==> src/rtl/nmq_pkg.sv <==
package nmq_pkg;
  typedef enum logic {ST_IDLE, ST_COLLECT} nmq_state_e;
  typedef enum logic {OP_PROG, OP_ERASE} nmq_op_e;
  localparam logic [7:0] CMD_PROG_SETUP = 8'h80;
  localparam logic [7:0] CMD_PROG_QUEUE = 8'h11;
  localparam logic [7:0] CMD_PROG_GO    = 8'h10;
  localparam logic [7:0] CMD_ERASE_SETUP = 8'h60;
  localparam logic [7:0] CMD_ERASE_QUEUE = 8'hD1;
  localparam logic [7:0] CMD_ERASE_GO    = 8'hD0;
endpackage

==> src/rtl/nmq_row_asm.sv <==
module nmq_row_asm #(
  parameter int COL_CYC = 2,
  parameter int ROW_CYC = 3,
  parameter int OUT_W   = 17
) (
  input  logic             clk,
  input  logic             rst_n,
  input  logic             start,
  input  logic             skip_col,
  input  logic             byte_en,
  input  logic [7:0]       byte_in,
  output logic [OUT_W-1:0] row,
  output logic             done
);
  localparam int TOT = COL_CYC + ROW_CYC;
  localparam int CW  = $clog2(TOT + 1);

  logic [CW-1:0]    cnt_q, cnt_d, lim_q, lim_d, skip_q, skip_d;
  logic [OUT_W-1:0] row_q, row_d;
  logic [CW-1:0]    idx;

  assign done = (cnt_q == lim_q);
  assign row  = row_q;
  assign idx  = cnt_q - skip_q;

  always_comb begin
    cnt_d  = cnt_q;
    lim_d  = lim_q;
    skip_d = skip_q;
    row_d  = row_q;
    if (start) begin
      cnt_d  = '0;
      skip_d = skip_col ? CW'(COL_CYC) : '0;
      lim_d  = skip_col ? CW'(TOT) : CW'(ROW_CYC);
      row_d  = '0;
    end else if (byte_en && !done) begin
      cnt_d = cnt_q + 1'b1;
      if (cnt_q >= skip_q) begin
        for (int b = 0; b < OUT_W; b++) begin
          if (idx == CW'(b / 8)) row_d[b] = byte_in[b % 8];
        end
      end
    end
  end

  always_ff @(posedge clk or negedge rst_n) begin
    if (!rst_n) begin
      cnt_q  <= '0;
      lim_q  <= '0;
      skip_q <= '0;
      row_q  <= '0;
    end else begin
      cnt_q  <= cnt_d;
      lim_q  <= lim_d;
      skip_q <= skip_d;
      row_q  <= row_d;
    end
  end

  assert_count_bound_R10: assert property (@(posedge clk) disable iff (!rst_n)
    cnt_q <= lim_q);
endmodule

==> src/rtl/nmq_busy_timer.sv <==
module nmq_busy_timer #(
  parameter int CW = 8
) (
  input  logic          clk,
  input  logic          rst_n,
  input  logic          load,
  input  logic [CW-1:0] load_val,
  output logic          busy
);
  logic [CW-1:0] cnt_q, cnt_d;

  assign busy = (cnt_q != '0);

  always_comb begin
    cnt_d = cnt_q;
    if (load)      cnt_d = load_val;
    else if (busy) cnt_d = cnt_q - 1'b1;
  end

  always_ff @(posedge clk or negedge rst_n) begin
    if (!rst_n) cnt_q <= '0;
    else        cnt_q <= cnt_d;
  end

  assert_load_busy_R8: assert property (@(posedge clk) disable iff (!rst_n)
    (load && load_val != '0) |=> busy);
endmodule

==> src/rtl/nmq_plane_slot.sv <==
module nmq_plane_slot #(
  parameter int BLK_W  = 11,
  parameter int PAGE_W = 6
) (
  input  logic              clk,
  input  logic              rst_n,
  input  logic              wr,
  input  logic              clr,
  input  logic [BLK_W-1:0]  blk_in,
  input  logic [PAGE_W-1:0] pg_in,
  output logic              pend,
  output logic [BLK_W-1:0]  blk,
  output logic [PAGE_W-1:0] pg
);
  logic              pend_d;
  logic [BLK_W-1:0]  blk_d;
  logic [PAGE_W-1:0] pg_d;

  always_comb begin
    pend_d = pend;
    blk_d  = blk;
    pg_d   = pg;
    if (clr) begin
      pend_d = 1'b0;
    end else if (wr) begin
      pend_d = 1'b1;
      blk_d  = blk_in;
      pg_d   = pg_in;
    end
  end

  always_ff @(posedge clk or negedge rst_n) begin
    if (!rst_n) begin
      pend <= 1'b0;
      blk  <= '0;
      pg   <= '0;
    end else begin
      pend <= pend_d;
      blk  <= blk_d;
      pg   <= pg_d;
    end
  end

  assert_write_sets_pend_R2: assert property (@(posedge clk) disable iff (!rst_n)
    (wr && !clr) |=> (pend && blk == $past(blk_in)));
endmodule

==> src/rtl/nmq_plane_queue.sv <==
module nmq_plane_queue
  import nmq_pkg::*;
#(
  parameter int PAGE_W    = 6,
  parameter int BLK_W     = 11,
  parameter int COL_CYC   = 2,
  parameter int ROW_CYC   = 3,
  parameter int QBUSY_CYC = 4,
  parameter int ARRAY_CYC = 20
) (
  input  logic                        clk,
  input  logic                        rst_n,
  input  logic                        cmd_valid,
  input  logic [7:0]                  cmd_code,
  input  logic                        addr_valid,
  input  logic [7:0]                  addr_byte,
  output logic                        busy,
  output logic [1:0]                  queued,
  output logic                        cache_clr,
  output logic [1:0]                  launch_prog,
  output logic [1:0]                  launch_erase,
  output logic [1:0][BLK_W-1:0]       launch_block,
  output logic [1:0][PAGE_W-1:0]      launch_page
);
  localparam int ROW_W = PAGE_W + BLK_W;
  localparam int MAXC  = (QBUSY_CYC > ARRAY_CYC) ? QBUSY_CYC : ARRAY_CYC;
  localparam int CW    = $clog2(MAXC + 1);

  nmq_state_e st_q, st_d;
  nmq_op_e    kind_q, kind_d, qkind_q, qkind_d;

  logic             row_start, row_skip, row_done;
  logic [ROW_W-1:0] row;
  logic [BLK_W-1:0] row_blk;
  logic [PAGE_W-1:0] row_pg;
  logic             plane;

  logic             tmr_load;
  logic [CW-1:0]    tmr_val;
  logic [1:0]       slot_wr;
  logic             slot_clr;
  logic [1:0][BLK_W-1:0]  slot_blk;
  logic [1:0][PAGE_W-1:0] slot_pg;

  logic                   cclr_d;
  logic [1:0]             lp_d, le_d;
  logic [1:0][BLK_W-1:0]  lb_d;
  logic [1:0][PAGE_W-1:0] lg_d;

  assign row_blk = row[PAGE_W +: BLK_W];
  assign row_pg  = row[PAGE_W-1:0];
  assign plane   = row_blk[0];

  nmq_row_asm #(.COL_CYC(COL_CYC), .ROW_CYC(ROW_CYC), .OUT_W(ROW_W)) u_row (
    .clk(clk), .rst_n(rst_n), .start(row_start), .skip_col(row_skip),
    .byte_en(addr_valid && st_q == ST_COLLECT), .byte_in(addr_byte),
    .row(row), .done(row_done));

  nmq_busy_timer #(.CW(CW)) u_tmr (
    .clk(clk), .rst_n(rst_n), .load(tmr_load), .load_val(tmr_val), .busy(busy));

  for (genvar p = 0; p < 2; p++) begin : g_slot
    nmq_plane_slot #(.BLK_W(BLK_W), .PAGE_W(PAGE_W)) u_slot (
      .clk(clk), .rst_n(rst_n), .wr(slot_wr[p]), .clr(slot_clr),
      .blk_in(row_blk), .pg_in(row_pg),
      .pend(queued[p]), .blk(slot_blk[p]), .pg(slot_pg[p]));
  end

  always_comb begin
    st_d      = st_q;
    kind_d    = kind_q;
    qkind_d   = qkind_q;
    row_start = 1'b0;
    row_skip  = 1'b0;
    tmr_load  = 1'b0;
    tmr_val   = '0;
    slot_wr   = '0;
    slot_clr  = 1'b0;
    cclr_d    = 1'b0;
    lp_d      = '0;
    le_d      = '0;
    lb_d      = slot_blk;
    lg_d      = slot_pg;
    case (st_q)
      ST_IDLE: begin
        if (cmd_valid && !busy) begin
          if (cmd_code == CMD_PROG_SETUP) begin
            st_d = ST_COLLECT; kind_d = OP_PROG;
            row_start = 1'b1; row_skip = 1'b1;
            if (!(|queued && qkind_q == OP_PROG)) begin
              slot_clr = 1'b1;
              cclr_d   = 1'b1;
            end
          end else if (cmd_code == CMD_ERASE_SETUP) begin
            st_d = ST_COLLECT; kind_d = OP_ERASE;
            row_start = 1'b1;
            if (|queued && qkind_q != OP_ERASE) slot_clr = 1'b1;
          end
        end
      end
      default: begin
        if (cmd_valid) begin
          st_d = ST_IDLE;
          if (row_done) begin
            if ((kind_q == OP_PROG  && cmd_code == CMD_PROG_QUEUE) ||
                (kind_q == OP_ERASE && cmd_code == CMD_ERASE_QUEUE)) begin
              slot_wr[plane] = 1'b1;
              qkind_d  = kind_q;
              tmr_load = 1'b1;
              tmr_val  = CW'(QBUSY_CYC);
            end else if ((kind_q == OP_PROG  && cmd_code == CMD_PROG_GO) ||
                         (kind_q == OP_ERASE && cmd_code == CMD_ERASE_GO)) begin
              lb_d[plane] = row_blk;
              lg_d[plane] = row_pg;
              if (kind_q == OP_PROG) begin
                lp_d = queued; lp_d[plane] = 1'b1;
              end else begin
                le_d = queued; le_d[plane] = 1'b1;
              end
              slot_clr = 1'b1;
              tmr_load = 1'b1;
              tmr_val  = CW'(ARRAY_CYC);
            end
          end
        end
      end
    endcase
  end

  always_ff @(posedge clk or negedge rst_n) begin
    if (!rst_n) begin
      st_q         <= ST_IDLE;
      kind_q       <= OP_PROG;
      qkind_q      <= OP_PROG;
      cache_clr    <= 1'b0;
      launch_prog  <= '0;
      launch_erase <= '0;
      launch_block <= '0;
      launch_page  <= '0;
    end else begin
      st_q         <= st_d;
      kind_q       <= kind_d;
      qkind_q      <= qkind_d;
      cache_clr    <= cclr_d;
      launch_prog  <= lp_d;
      launch_erase <= le_d;
      launch_block <= lb_d;
      launch_page  <= lg_d;
    end
  end

  assert_launch_empties_R8: assert property (@(posedge clk) disable iff (!rst_n)
    (|launch_prog || |launch_erase) |-> (queued == 2'b00 && busy));
  assert_single_kind_R4: assert property (@(posedge clk) disable iff (!rst_n)
    !(|launch_prog && |launch_erase));
  assert_clr_empties_R5: assert property (@(posedge clk) disable iff (!rst_n)
    cache_clr |-> (queued == 2'b00 && !busy));
  assert_busy_freeze_R9: assert property (@(posedge clk) disable iff (!rst_n)
    ($past(busy) && busy) |-> $stable(queued));
  assert_launch_pulse_R3: assert property (@(posedge clk) disable iff (!rst_n)
    |launch_prog |=> launch_prog == 2'b00);
endmodule

==> config.mk <==
export PLATFORM = sky130hd
export DESIGN_NAME = nmq_plane_queue
export DESIGN_NICKNAME = d
export VERILOG_FILES = /design/src/rtl/nmq_pkg.sv /design/src/rtl/nmq_row_asm.sv /design/src/rtl/nmq_busy_timer.sv /design/src/rtl/nmq_plane_slot.sv /design/src/rtl/nmq_plane_queue.sv
export SDC_FILE = /design/constraint.sdc
export NUM_CORES = 1
export LEC_CHECK = 0
export ABC_CLOCK_PERIOD_IN_PS = 3560
export BUFFER_PORTS_ARGS = -buffer_cell sky130_fd_sc_hd__buf_2
export CORE_MARGIN = 3
export CORE_UTILIZATION = 57
export DETAILED_ROUTE_END_ITERATION = 10
export PLACE_DENSITY_LB_ADDON = 0.08
export SYNTH_ARGS = -nofsm -noshare
export SYNTH_HDL_FRONTEND = slang
export SYNTH_HIERARCHICAL = 1
export SYNTH_SLANG_ARGS = --single-unit
==> constraint.sdc <==
create_clock -name clk -period 3.56 [get_ports clk]
set_input_delay 0.356 -clock clk [delete_from_list [all_inputs] [get_ports clk]]
set_output_delay 0.356 -clock clk [all_outputs]
set_load 0.1 [all_outputs]
# Word level (Yosys, flattened, before mapping)
# Index checks and enable logic that the tools add are counted.
totals:
  elab_cells: 172
  reg_bits: 109
  output_inout_bits: 42
  inputBits: 20
op_classes:
  addsub: 3
  mux: 97
  magnitude_cmp: 3
  eq_ne: 9
  reduce_logical: 32
  bitwise_logic: 5
op_table:
  columns: ["op", "n"]
  rows:
  - ["$mux 22", 5]
  - ["$mux 12", 5]
  - ["$mux 17", 3]
  - ["$mux 1", 50]
  - ["$mux 5", 7]
  - ["$mux 2", 17]
  - ["$eq 8x8->1 const B", 3]
  - ["$bwmux 22", 1]
  - ["$reduce_bool 2->1", 9]
  - ["$eq 8x5->1 const B", 2]
  - ["$bwmux 12", 1]
  - ["$reduce_and 3->1", 4]
  - ["$demux 11 s1", 1]
  - ["$mux 11", 1]
  - ["$logic_and 1x1->1", 9]
  - ["$mux 3", 3]
  - ["$eq 8x7->1 const B", 1]
  - ["$demux 6 s1", 1]
  - ["$mux 6", 1]
  - ["$reduce_bool 5->1", 1]
  - ["$sub 5x1->5 const B", 1]
  - ["$not 1->1", 4]
  - ["$reduce_and 2->1", 2]
  - ["$reduce_and 4->1", 1]
  - ["14 further kinds", 16]

# Longest topological paths before layout
depth:
  word_depth: 11
  ltp_mapped: 11
  ltp_nobuf: 9

# Modules after synthesis
# The synthesis kept the hierarchy.
modules_own_cells:
  columns: ["mod", "area_each_um2", "seq_area_each_um2", "n_inst", "cells_per_inst"]
  rows:
  - ["nmq_plane_queue", 1809.2, 1051.0, 1, 123]
  - ["nmq_plane_slot", 732.0, 450.4, 2, 40]
  - ["nmq_row_asm", 1172.4, 575.6, 1, 104]
  - ["nmq_busy_timer", 280.3, 125.1, 1, 27]

# Worst setup path before layout
# OpenSTA, ideal clock, no wires.
synth_path:
  kind: "register to register"
  from: "register u_tmr.cnt_q[0]"
  to: "register g_slot[0].u_slot.blk[0]"
  n_path_buf: 2
  slack_ps: 149
  period_less_slack_ps: 3411
  required_time_ps: 3435
  setup_ps: 125
  path_stages_with_launch: 12
  t_arrival_ps: 3286
  path_cell_list: "dfrtp_1 inv_1 ha_1 nor4b_4 inv_1 nor4_1 nand2_1 o21ai_0 nor2b_4 buf_6 buf_12 mux2_4"
synth_via:
  elab_chain_cells: 7
synth_lines:
  columns: ["element", "line_no", "source"]
  rows:
  - ["from (decl)", "nmq_busy_timer.sv:10", "logic [CW-1:0] cnt_q, cnt_d;"]
  - ["from (signal assigned)", "nmq_busy_timer.sv:22", "else cnt_q <= cnt_d;"]
  - ["$reduce_bool 5->1", "nmq_busy_timer.sv:12", "assign busy = (cnt_q != '0);"]
  - ["net busy", "nmq_plane_queue.sv:17", "output logic busy,"]
  - ["$logic_not 1->1", "nmq_plane_queue.sv:86", "if (cmd_valid && !busy) begin"]
  - ["$logic_and 1x1->1", "nmq_plane_queue.sv:86", null]
  - ["$mux 1", "nmq_plane_queue.sv:86", null]
  - ["$mux 1", "nmq_plane_queue.sv:84", "case (st_q)"]
  - ["net slot_clr", "nmq_plane_queue.sv:41", "logic slot_clr;"]
  - ["$not 1->1 (no source line)", null, null]
  - ["$reduce_and 2->1 (no source line)", null, null]
  - ["to (signal assigned)", "nmq_plane_slot.sv:39", "blk <= blk_d;"]
  - ["to (decl)", "nmq_plane_slot.sv:12", "output logic [BLK_W-1:0] blk,"]
# The timed path passes the listed nets, and every way through them passes these cells.
# A chain may end at the register's enable or synchronous reset.

# Worst setup path in the final report
layout_path:
  from: "register u_row.cnt_q[0]"
  to: "register g_slot[1].u_slot.blk[9]"
layout_via:
  elab_cells_between_ends: 9
  cone_classes: "eq/ne (1); mux (6); bitwise (1); reduce/logical (1)"
layout_lines:
  columns: ["element", "line_no", "source"]
  rows:
  - ["from (decl)", "nmq_row_asm.sv:18", "logic [CW-1:0] cnt_q, cnt_d, lim_q, lim_d, skip_q, skip_d;"]
  - ["from (signal assigned)", "nmq_row_asm.sv:53", "cnt_q <= cnt_d;"]
  - ["$eq 3x3->1", "nmq_row_asm.sv:22", "assign done = (cnt_q == lim_q);"]
  - ["net row_done", "nmq_plane_queue.sv:32", "logic row_start, row_skip, row_done;"]
  - ["$mux 2", "nmq_plane_queue.sv:104", "if (row_done) begin"]
  - ["$mux 2", "nmq_plane_queue.sv:102", "if (cmd_valid) begin"]
  - ["$mux 2", "nmq_plane_queue.sv:84", null]
  - ["net slot_wr[1]", "nmq_plane_queue.sv:40", "logic [1:0] slot_wr;"]
  - ["$reduce_and 2->1 (no source line)", null, null]
  - ["to (signal assigned)", "nmq_plane_slot.sv:39", null]
  - ["to (decl)", "nmq_plane_slot.sv:12", null]
# The timed path passes the listed nets, and every way through them passes these cells.

==> out/results.md <==
| Metric | This run | Unit |
| --- | --- | --- |
| Detailed Route WL | 8490 | um |
| Number of levels the H-tree was split into | 3 | - |
| Finished Cell Area | 0.005309 | mm^2 |
| Unrepaired setup endpoints after global routing | no | - |
| Area after detailed placement | 0.005097 | mm^2 |
| Required time at the worst-slack endpoint | 3.82 | ns |
| Half-perimeter wire length of the detailed placement result | 5581 | um |
| Area of the core region | 0.007888 | mm^2 |
| Warning count from the yosys run | 6 | - |
| Worst endpoint data arrival time | 3.36 | ns |
| ANT nets after route | 0 | - |
| Proportion of layout cells with a drive suffix above 1 | 40.15 | % |
| Area Overhead vs Synth | 12.34 | % |
| Total power after layout | 2.284 | mW |
| DRC viols | 0 | - |
| Cell family contributing the most delay on the critical path | simple AND/OR/NAND/NOR gates | - |
| Clock tree sinks | 106 | - |
| Pin count of the biggest net entering global routing | 92 | - |
| Number of buffers inserted by post-CTS setup repair | 0 | - |
| TritonCTS Buffers | 9 | - |
| Drt pass-1 iters | 4 | - |
| Power density relative to cell area | 430.2 | mW/mm^2 |
| Post-CTS Resized | 0 | - |
| Cells after synthesis | 334 | - |
| Initial antenna violation count | 0 | - |
| Category of the most critical setup path | reg2reg | - |
| Slew at the pin with the worst max-slew slack | 1.136 | ns |
| Via count | 2715 | - |
| Number of enable flip-flop cells after synthesis | 0 | - |
| Placed Cells | 492 | - |
| Post-route clock skew | 0.01370 | ns |
| Clock tree root driver cell | clkbuf_8 | - |
| Non-filler cells, final | 508 | - |
| Full die area | 0.009420 | mm^2 |
| Count of pins on the block boundary | 62 | - |
| Setup WS pre-CTS | 0.4574 | ns |
| Number of different library cells in the post-synthesis netlist | 53 | - |
| Total track usage | 19.26 | % |
| Worst Path Buf+Inv | 0 | - |
| Slowest cell on crit path | nor2b_4 | - |
| Reported max-cap violation count | 0 | - |
| Sequential share of the synthesized area | 56.13 | % |
| Wire length of the first global-routing pass | 14590 | um |
| Clock Pin Slew Worst Setup and Hold Paths | 0.10 | ns |
| Initial standard-cell utilization of the core | 59.91 | % |
| Clock tree from TritonCTS | yes | - |
| Setup slack of the critical path after layout | 0.4626 | ns |
| Kind of end point of the critical path | flip-flop | - |
| Share of synthesized registers carrying an async set or reset | 100.0 | % |
| Share of the cycle needed by the critical path after routing | 87.01 | % |
| Number of diodes | 0 | - |
| Die Y | 97.06 | um |
| Reported leakage power | 2.730 | nW |
| Maximum vdd drop | 0.0002270 | V |
| Initial DRC count | 70 | - |
| Number of setup violations in the final report | 0 | - |
| Cell area after synthesis | 0.004726 | mm^2 |
| Maximum clock frequency | 322.9 | MHz |
| Final count of hold timing violations | 0 | - |
| Max-slew violations | 0 | - |
| Largest stage delay on the critical path | 0.58 | ns |
| #FFs+latches synth | 106 | - |
| Final Critical Period | 3.097 | ns |
| Maximum fanout along the worst path | 17 | - |
| Worst min path class | in2async | - |
| Synthesized area per cell | 14.15 | um^2 |
| Cts-stage hold buffer count | 0 | - |
| CP startpoint kind | flip-flop | - |
| Post-detailed-route via-to-cell ratio | 5.344 | - |
| GPL Wtd Cong | 0.8327 | - |
| Avg WL per Cell | 16.71 | um |
| CTS max path bufs | 2 | - |
| Result of the run | completed | - |
| Die width | 97.06 | um |
| Worst slew slack as a fraction of its limit | 24.24 | % |
| Number of global-route vias before repair | 2884 | - |
| Worst R2R Setup Slack | 0.46 | ns |
| Most used DFF post-synth | dfrtp_1 | - |
| Count of buffers inserted at the top-level ports | 61 | - |
| Cell Chain, Critical Path | xor2_2 -> nor3_2 -> nand4b_1 -> a211oi_1 -> and3_1 -> nor2b_4 -> mux2_2 | - |
| Latest clock arrival within the worst-skew pair | 0.37 | ns |
| Final total negative setup slack | 0 | ns |
| Floorplan row count | 32 | - |
| Nets | 425 | - |
| Global-route congestion overflow total | 0 | - |
==> per-layer routing <==
metal  part of all wire [%]  global-route usage (%)
met5                      0                       0
met3                    4.2                   4.666
met1                     46                   26.39
met4                    1.3                   5.832
met2                     48                   30.68
==> path summary, 6_finish.rpt <==
kind	startpoint	end	cells past startpoint
worst max-delay path	u_row/cnt_q[0]$_DFFE_PN0P_	g_slot[1].u_slot/blk[9]$_DFFE_PN0P_	7
worst min-delay path	rst_n	u_tmr/cnt_q[4]$_DFFE_PN0P_	1
worst max register to register	u_row/cnt_q[0]$_DFFE_PN0P_	g_slot[1].u_slot/blk[9]$_DFFE_PN0P_	7
worst min register to register	g_slot[1].u_slot/blk[0]$_DFFE_PN0P_	launch_block[11]$_DFF_PN0_	1
max in group asynchronous	rst_n	g_slot[1].u_slot/pg[1]$_DFFE_PN0P_	2
min in group clk	cmd_valid	st_q$_DFF_PN0_	2
==> power by group <==
group	total [mW]	leakage [nW]	internal, mW	switching, mW
Sequential	1.28	1.45	1.24	0.0426
Combinational	0.234	1.18	0.0944	0.139
Clock	0.767	0.101	0.351	0.416
Total	2.28	2.73	1.69	0.598
==> final cells by class <==
type / instances / area, um^2
Inverter: 11 / 41.29
Fill cell: 574 / 2579
Tap cell: 102 / 127.6
Clock inverter: 6 / 73.82
Multi-Input combinational cell: 207 / 1931
Clock buffer: 10 / 137.6
Sequential cell: 106 / 2653
Timing Repair Buffer: 66 / 345.3
==> cell families (layout without fill, tap and decap cells) <==
logic type / Yosys count / in the layout / share of synthesized area [%]
AOI/OAI and AO/OA: 23 / 23 / 3.839
xor gates and xnor gates: 6 / 6 / 1.271
adders and majority gates: 4 / 4 / 1.059
buffers and inverters: 23 / 93 / 3.177
DFF: 106 / 106 / 56.13
muxes: 89 / 89 / 22.98
other: 1 / 3 / 0.07935
and+or+nand+nor: 82 / 82 / 11.46
==> registers in the layout, indices dropped and copies added, names as in the netlist <==
register	cells
g_slot.u_slot/blk	22
launch_block	22
u_row/row	17
g_slot.u_slot/pg	12
launch_page	12
u_tmr/cnt_q	5
u_row/cnt_q	3
g_slot.u_slot/pend	2
launch_erase	2
launch_prog	2
u_row/lim_q	2
cache_clr	1
kind_q	1
qkind_q	1
st_q	1
u_row/skip_q	1
==> through the flow <==
stage	hold WS, ns	utilization [%]
after floorplan	0.06041	-
after global placement	0.4837	64.63
after detailed placement	0.4726	64.63
after CTS	0.1727	67.31
after global routing	0.1775	67.31
final	0.1753	67.31
==> cell usage after synthesis (2+ instances only) <==
cell type	n	share of area [%]
nand2b_1	26	3.4
and3_1	3	0.40
clkbuf_1	4	0.32
xnor2_1	3	0.56
mux2_4	29	9.2
nor2b_4	2	0.58
o31ai_1	3	0.48
nand2_1	9	0.71
or2_2	2	0.26
mux2i_1	20	4.2
ha_1	4	1.1
nor3b_1	3	0.48
and2_1	4	0.53
nor2_1	10	0.79
inv_1	11	0.87
mux2_2	40	9.5
xor2_1	2	0.37
o21ai_0	8	0.85
or3_1	2	0.26
a21oi_1	2	0.21
nor3_1	5	0.53
nand4b_1	2	0.37
buf_6	4	0.95
dfrtp_1	106	56
buf_12	2	0.85
==> cell usage in the layout, fill, tap and decap left out, types with 3 or more instances in the layout <==
cell,instances
and2_1,4
and3_1,3
buf_2,60
buf_4,6
clkbuf_8,10
conb_1,3
dfrtp_1,106
ha_1,4
inv_1,11
mux2_2,40
mux2_4,29
mux2i_1,20
nand2_1,9
nand2b_1,26
nor2_1,10
nor3_1,5
nor3b_1,3
o21ai_0,8
o31ai_1,3
xnor2_1,3
No activity file was read; power rests on OpenSTA's default activity.
